--- src/rtl/alu15_pkg.sv ---
`timescale 1ns/1ps
package alu15_pkg;
  typedef enum logic [3:0] {
    OP_EQ   = 4'd4,
    OP_GT   = 4'd5,
    OP_ADD  = 4'd9,
    OP_MUL  = 4'd10,
    OP_REM  = 4'd11,
    OP_AND  = 4'd12,
    OP_OR   = 4'd13,
    OP_INV  = 4'd14
  } alu_op_e;
endpackage

--- src/rtl/alu15_arith.sv ---
`timescale 1ns/1ps
// Wrapping sum and product: the result width truncates to VAL_W bits.
module alu15_arith #(
  parameter int VAL_W = 15
) (
  input  logic [VAL_W-1:0] b_i,
  input  logic [VAL_W-1:0] c_i,
  output logic [VAL_W-1:0] sum_o,
  output logic [VAL_W-1:0] prod_o
);
  assign sum_o  = b_i + c_i;
  assign prod_o = b_i * c_i;
endmodule

--- src/rtl/alu15_rem.sv ---
`timescale 1ns/1ps
// Remainder with zero-divisor detection.
module alu15_rem #(
  parameter int VAL_W = 15
) (
  input  logic [VAL_W-1:0] b_i,
  input  logic [VAL_W-1:0] c_i,
  output logic [VAL_W-1:0] rem_o,
  output logic             zero_div_o
);
  always_comb begin
    zero_div_o = (c_i == '0);
    if (zero_div_o) rem_o = '0;
    else            rem_o = b_i % c_i;
  end
endmodule

--- src/rtl/alu15_logic.sv ---
`timescale 1ns/1ps
// Bitwise operations and compares.
module alu15_logic #(
  parameter int VAL_W = 15
) (
  input  logic [VAL_W-1:0] b_i,
  input  logic [VAL_W-1:0] c_i,
  output logic [VAL_W-1:0] and_o,
  output logic [VAL_W-1:0] or_o,
  output logic [VAL_W-1:0] inv_o,
  output logic             eq_o,
  output logic             gt_o
);
  assign and_o = b_i & c_i;
  assign or_o  = b_i | c_i;
  assign inv_o = ~b_i;
  assign eq_o  = (b_i == c_i);
  assign gt_o  = (b_i > c_i);
endmodule

--- src/rtl/alu15_core.sv ---
`timescale 1ns/1ps
module alu15_core
  import alu15_pkg::*;
#(
  parameter int WORD_W = 16,
  parameter int VAL_W  = 15,
  parameter int OP_W   = 4
) (
  input  logic              clk,
  input  logic              rst,
  input  logic [OP_W-1:0]   op_sel,
  input  logic [WORD_W-1:0] opnd_b,
  input  logic [WORD_W-1:0] opnd_c,
  output logic [WORD_W-1:0] res_q,
  output logic              dz_q
);
  localparam int PAD_W = WORD_W - VAL_W;

  // Masking: only the low VAL_W bits take part in any operation.
  logic [VAL_W-1:0] b_m, c_m;
  logic             unused_hi_bits;
  assign b_m = opnd_b[VAL_W-1:0];
  assign c_m = opnd_c[VAL_W-1:0];
  assign unused_hi_bits = ^{opnd_b[WORD_W-1:VAL_W], opnd_c[WORD_W-1:VAL_W]};

  logic [VAL_W-1:0] sum_v, prod_v, rem_v, and_v, or_v, inv_v;
  logic             zdiv_v, eq_v, gt_v;

  alu15_arith #(.VAL_W(VAL_W)) u_arith (
    .b_i(b_m), .c_i(c_m), .sum_o(sum_v), .prod_o(prod_v)
  );

  alu15_rem #(.VAL_W(VAL_W)) u_rem (
    .b_i(b_m), .c_i(c_m), .rem_o(rem_v), .zero_div_o(zdiv_v)
  );

  alu15_logic #(.VAL_W(VAL_W)) u_logic (
    .b_i(b_m), .c_i(c_m), .and_o(and_v), .or_o(or_v), .inv_o(inv_v),
    .eq_o(eq_v), .gt_o(gt_v)
  );

  logic [VAL_W-1:0] val_nx;
  logic             dz_nx;

  always_comb begin
    val_nx = '0;
    dz_nx  = 1'b0;
    case (op_sel)
      OP_EQ:  val_nx = {{(VAL_W-1){1'b0}}, eq_v};
      OP_GT:  val_nx = {{(VAL_W-1){1'b0}}, gt_v};
      OP_ADD: val_nx = sum_v;
      OP_MUL: val_nx = prod_v;
      OP_REM: begin
        val_nx = rem_v;
        dz_nx  = zdiv_v;
      end
      OP_AND: val_nx = and_v;
      OP_OR:  val_nx = or_v;
      OP_INV: val_nx = inv_v;
      default: val_nx = '0;
    endcase
  end

  // Output register, synchronous reset.
  always_ff @(posedge clk) begin
    if (rst) begin
      res_q <= '0;
      dz_q  <= 1'b0;
    end else begin
      res_q <= {{PAD_W{1'b0}}, val_nx};
      dz_q  <= dz_nx;
    end
  end


  rst_clear_chk: assert property (@(posedge clk) rst |=> (res_q == '0 && !dz_q));


  res_top_zero_chk: assert property (@(posedge clk) disable iff (rst)
    (res_q[WORD_W-1:VAL_W] == '0));


  dz_res_zero_chk: assert property (@(posedge clk) disable iff (rst)
    dz_q |-> (res_q == '0));


  dz_only_rem_chk: assert property (@(posedge clk) disable iff (rst)
    (op_sel != OP_REM) |=> !dz_q);


  cmp_bool_chk: assert property (@(posedge clk) disable iff (rst)
    (op_sel == OP_EQ || op_sel == OP_GT) |=> ($countones(res_q) <= 1 && res_q[WORD_W-1:1] == '0));


  bad_op_zero_chk: assert property (@(posedge clk) disable iff (rst)
    (op_sel < 4'd4 || (op_sel > 4'd5 && op_sel < 4'd9) || op_sel == 4'd15)
      |=> (res_q == '0 && !dz_q));


  inv_ignores_c_chk: assert property (@(posedge clk) disable iff (rst)
    (op_sel == OP_INV && opnd_b[VAL_W-1:0] == '0) |=> (res_q == {{PAD_W{1'b0}}, {VAL_W{1'b1}}}));
endmodule

--- config.mk ---
export PLATFORM = sky130hd
export DESIGN_NAME = alu15_core
export DESIGN_NICKNAME = d
export VERILOG_FILES = /design/src/rtl/alu15_pkg.sv /design/src/rtl/alu15_arith.sv /design/src/rtl/alu15_rem.sv /design/src/rtl/alu15_logic.sv /design/src/rtl/alu15_core.sv
export SDC_FILE = /design/constraint.sdc
export NUM_CORES = 1
export LEC_CHECK = 0
export BUFFER_PORTS_ARGS = -buffer_cell sky130_fd_sc_hd__buf_2
export CAP_MARGIN = 30
export CELL_PAD_IN_SITES_DETAIL_PLACEMENT = 1
export CELL_PAD_IN_SITES_GLOBAL_PLACEMENT = 2
export CORE_MARGIN = 4
export CORE_UTILIZATION = 25
export CTS_BUF_LIST = sky130_fd_sc_hd__clkbuf_4
export DETAILED_ROUTE_END_ITERATION = 10
export PLACE_DENSITY = 0.57
export SLEW_MARGIN = 30
export SYNTH_ARGS = -nofsm -noshare
export SYNTH_HDL_FRONTEND = slang
export SYNTH_HIERARCHICAL = 1
export SYNTH_SLANG_ARGS = --single-unit
--- constraint.sdc ---
create_clock -name clk -period 78.2 [get_ports clk]
set_clock_uncertainty 0.05 [all_clocks]
set_input_delay 11.73 -clock clk [delete_from_list [all_inputs] [get_ports clk]]
set_output_delay 11.73 -clock clk [all_outputs]
set_load 0.1 [all_outputs]
After elaboration in Yosys (flattened, before gate mapping)
Cells that the tools add are included.
{ "classes": {"n_addsub": 1, "multipliers": 1, "n_div": 1, "n_lt_le_gt_ge": 1, "eq_ne": 9, "shift": 0, "muxes": 2, "bitwise_logic": 4, "n_reduce_logical": 2} }
{ "op_table": {"columns": ["operator", "count"], "rows": [
  ["$pmux 15 s8", 1],
  ["$eq 4x4->1 const B", 6],
  ["$add 15x15->15", 1],
  ["$and 15x15->15", 1],
  ["$eq 15x15->1", 1],
  ["$gt 15x15->1", 1],
  ["$logic_not 15->1", 1],
  ["$mod 15x15->15", 1],
  ["$mul 15x15->15", 1],
  ["$mux 15", 1],
  ["$not 15->15", 1],
  ["$or 15x15->15", 1],
  ["$eq 4x3->1 const B", 2],
  ["$reduce_or 2->1", 1],
  ["$not 1->1", 1]
]} }
{ "totals": {"regBits": 17, "latch_bits": 0, "mem_bits_rw": 0, "rom_bits": 0, "input_bits": 38, "word_cells": 24, "n_memories": 0} }

Depth between registers and ports, before layout
{ "depth": {"word_depth": 3, "ltp_mapped": 127, "depth_no_buf": 118} }

Cells and area by module
Netlist, hierarchy kept.
{ "by_module_without_submodules": {"columns": ["mod", "n_inst", "cells_each", "area_each_um2"], "rows": [
  ["alu15_rem", 1, 980, 6636.4],
  ["alu15_arith", 1, 474, 3978.8],
  ["alu15_core", 1, 145, 1283.7],
  ["alu15_logic", 1, 117, 899.6]
]} }

Worst setup path after synthesis
OpenSTA, ideal clock, no wires.
{ "synth_timing": {"path_kind": "input-to-reg", "startpoint": "input opnd_c[14]", "endpoint": "register res_q[12]", "arrival_ps": 37002, "required_time_ps": 78035, "slack_ps": 41034, "stages": 112, "path_buffers": 11, "cell_sequence": "buf_6 -> nor4_2 -> nand4_1 -> nor2_1 -> a21oi_1 -> a21oi_1 -> ha_1 -> or4b_2 -> o2111ai_1 -> nand2_1 -> ha_1 -> o211a_1 -> nor3_1 -> o22ai_1 -> o22ai_1 -> ha_1 -> a21o_1 -> o21ai_0 -> (+76 left out) -> o41ai_1 -> o31a_1 -> a311o_1 -> clkbuf_1 -> o21ai_0 -> ha_1 -> nor2b_1 -> o21ai_0 -> a21boi_0 -> o311ai_0 -> nand3_1 -> a41o_1 -> a221oi_1 -> nor2_1 -> a221o_1 -> mux2i_1 -> o22ai_1 -> o21a_1"} }
{ "synth_between": {"elab_chain_cells": 3, "word_cells_on_any_way": 4, "cone_classes": "div: 1; mux: 2; reduce/logical: 1"} }
{ "synth_rtl": {"columns": ["item", "line_no", "text"], "rows": [
  ["from (decl)", "alu15_core.sv:13", "input logic [WORD_W-1:0] opnd_c,"],
  ["$mod 15x15->15 / $logic_not 15->1 (equally long branches)", "alu15_rem.sv:14, alu15_rem.sv:12", null],
  ["$mux 15 *", "alu15_rem.sv:13", "if (zero_div_o) rem_o = '0;"],
  ["via rem_v[12]", "alu15_core.sv:26", "logic [VAL_W-1:0] sum_v, prod_v, rem_v, and_v, or_v, inv_v;"],
  ["$pmux 15 s8 *", "alu15_core.sv:48", "case (op_sel)"],
  ["to (signal assigned)", "alu15_core.sv:70", "res_q <= {{PAD_W{1'b0}}, val_nx};"],
  ["to (decl)", "alu15_core.sv:14", "output logic [WORD_W-1:0] res_q,"]
]} }
The timed path passes the listed nets; every way through them passes the cells marked *.
A chain may end at the register's enable or synchronous reset.

Worst setup path in the final report
{ "layout_timing": {"startpoint": "input opnd_c[6]", "endpoint": "register res_q[3]"} }
The elaborated chain is that of the path after synthesis.

==> reports/metrics.csv <==
stage,metric,value,unit
worst_setup_path,crit_family,compound AO/OA/AOI/OAI gates,
synthesis,netlist_instances,1716,
power,p_int,0.107,mW
power,seq_power_share,3.4,%
final_layout,areaGrowthSynthToFinish,7.29,%
floorplan,dieArea,54900,µm²
synthesis,synth_common_cells,"222 x ha_1, 189 x inv_1, 167 x nand2_1",
synthesis,yosys.area.top_type,ha_1,
detailed_routing,drt-total-wl,49.9,mm
timing,finalCriticalPeriod,42.88,ns
synthesis,yosysSeqAreaShare,2.50,%
timing,hold_slack,11.75,ns
floorplan,pin_count,55,
global_route,antenna_found_initial,1,
final_layout,diodes,0,
synthesis,ys_ff_latch,16,
timing,hold_violations,0,
worst_setup_path,cp_max_fo,23,
place,portBuffers,51,
clock_tree,clkTransAtPathRegs,0.09,ns
synthesis,avgSynthCellArea,7.46,µm²
global_route,grt_max_degree,26,
job,maxCapViolCount,0,
detailed_routing,ant_nets,0,
power,comb_power_share,94.9,%
detailed_routing,dr.pass1.iters,5,
place,hpwl,39.4,mm
floorplan,start_util,25.4,%
final_layout,fin_cells,2400,
worst_setup_path,worstPathArrival,43.07,ns
worst_setup_path,required,78.39,ns
final_layout,drive_gt1_share,7.70,%
timing,layout_setup_ws,35.32,ns
timing,worstMarginPinSlew,0.891,ns
floorplan,core.rowCount,82,
synthesis,synth.distinct_cells,93,
worst_setup_path,cp-start-kind,primary input,
timing,tns,0,ns
global_route,grt_pass1_wl,77.7,mm
synthesis,yosysWarnings,6,
clock_tree,cts_root_buffer,clkbuf_4,
global_route,overflow,0,
synthesis,synth_ff_type,dfxtp_1,
timing,slew_headroom,40.5,%
clock_tree,clockBufferDepth,2,
place,dp_cells,2396,
final_layout,fin_area,13700,µm²
floorplan,dieHeight,234,µm
timing,period_share,54.8,%
clock_tree,cts_buffers,3,
worst_setup_path,crit_buf_inv,6,
timing,setup_viol,0,
place,place_ws,34.98,ns
final_layout,layout.nets,2059,
detailed_routing,vias_per_cell,5.15,
worst_setup_path,crit_path_end_kind,flop,
clock_tree,cts.sinks,16,
synthesis,synth_top_cell_area_share,21.7,%
clock_tree,post_cts_buffers,0,
power,max-vdd-ir-drop,0.0183,mV
worst_setup_path,slowest_delay,0.75,ns
synthesis,synth.cell_area,12800,µm²
global_route,first_global_vias,13200,
power,p_sw,0.150,mW
timing,fmax,23.3,MHz
power,power,0.258,mW
power,clkPwrFrac,1.7,%
synthesis,syn_nets,2046,
clock_tree,h-tree-depth,1,
worst_setup_path,slowest_stage,o31ai_1,
timing,rsz0062_at_grt,false,
floorplan,core_area,50400,µm²
synthesis,synth.most_common_cell,ha_1,
timing,drv_slew,0,
place,place.gp.congestion,0.818,
floorplan,die_x,234,µm
worst_setup_path,crit_type,in -> reg,
detailed_routing,drt_iter0_drc,453,
place,placed_area,13700,µm²
detailed_routing,wl_per_cell,20.8,µm
clock_tree,hold_buffers,0,
clock_tree,cts_tree,built,
power,p_per_area,18.8,nW/µm²
synthesis,synthTopCellsByArea,"ha_1 22%, fa_1 11%, inv_1 5.5%",
run_status,outcome,completed,
min_path,hold_path_class,in -> reg,
power,p_sw_share,58.3,%
global_route,track_usage,18.1,%
synthesis,ys_async_sr_fraction,0,%
final_layout,fin_util,27.3,%
power,p_leak,6.41,nW
detailed_routing,drcViolationCount,0,
detailed_routing,vias,12400,
worst_setup_path,cp_common_cell,ha_1,
clock_tree,cts_resized,0,
synthesis,synth-edff-count,0,
[placed cells by master, fill, tap and decap left out, types with 7 or more instances in the layout]
master,n
o21bai_1,10
xor2_1,27
nand4_1,13
a21boi_0,8
and3_1,8
o21ai_0,51
or2_2,14
nor2_1,131
nor3b_1,7
o21a_1,38
or3_1,14
nor3_1,40
fa_1,70
nor4_1,10
o31ai_1,12
and2_1,61
inv_1,189
nand3_1,32
a22oi_1,19
buf_4,16
o31a_1,10
o211ai_1,12
o22ai_1,11
a211oi_1,15
a32oi_1,9
dfxtp_1,16
a21oi_1,100
nand2b_1,16
ha_1,222
nand2_1,167
buf_2,51
a31oi_1,20
o21ai_1,10
a21o_1,40
mux2i_1,26
xnor2_1,79
mux2_2,17
nor2b_1,21
[state kept, by name, indices dropped and copies added (netlist names)]
signal	count
res_q	15
dz_q	1
[worst paths after layout]
check	start	slack, ns	depth (start not counted)	to
setup / recovery	opnd_c[6]	35.32	111	res_q[3]
hold / removal	rst	11.75	3	res_q[0]
[cell families after synthesis]
kind of cell,share of synthesized area [%]
XOR/XNOR,7.64
buffers and inverters,8.05
other,0.0293
adder cells (fa/ha/maj),32.7
AND/OR/NAND/NOR,22.1
flip-flops,2.50
multiplexers,3.53
AO/OA/AOI/OAI,23.6
[per-layer routing]
| layer | global-route usage [%] | up-vias | share of wire [%] |
|---|---|---|---|
| met5 | 0 | - | 0.026 |
| met4 | 4.21 | 2 | 2.6 |
| met3 | 0.862 | 62 | 1.7 |
| met2 | 32.3 | 134 | 47 |
| met1 | 23.9 | 6087 | 48 |
| li1 | - | 6071 | - |
[power by group through the flow]
stage	clock network, mW	logic (mW)	registers [mW]
3_5_place_dp	0	0.248	0.00901
5_1_grt	0.00511	0.277	0.00886
4_1_cts	0.00469	0.249	0.00882
2_1_floorplan	0	0.176	0.0129
6_report	0.00443	0.245	0.00880
3_3_place_gp	0	0.245	0.00898
[layout make-up]
class / count / area, µm²
clock buffers: 3 / 22.5
clock inverters: 1 / 3.75
fillers: 6149 / 36600
inverters: 189 / 709
multi-input cells: 1452 / 11500
flip-flops and latches: 16 / 320
well taps: 672 / 841
repair buffers: 67 / 375
Note: power is estimated with default switching activity, not from simulation.
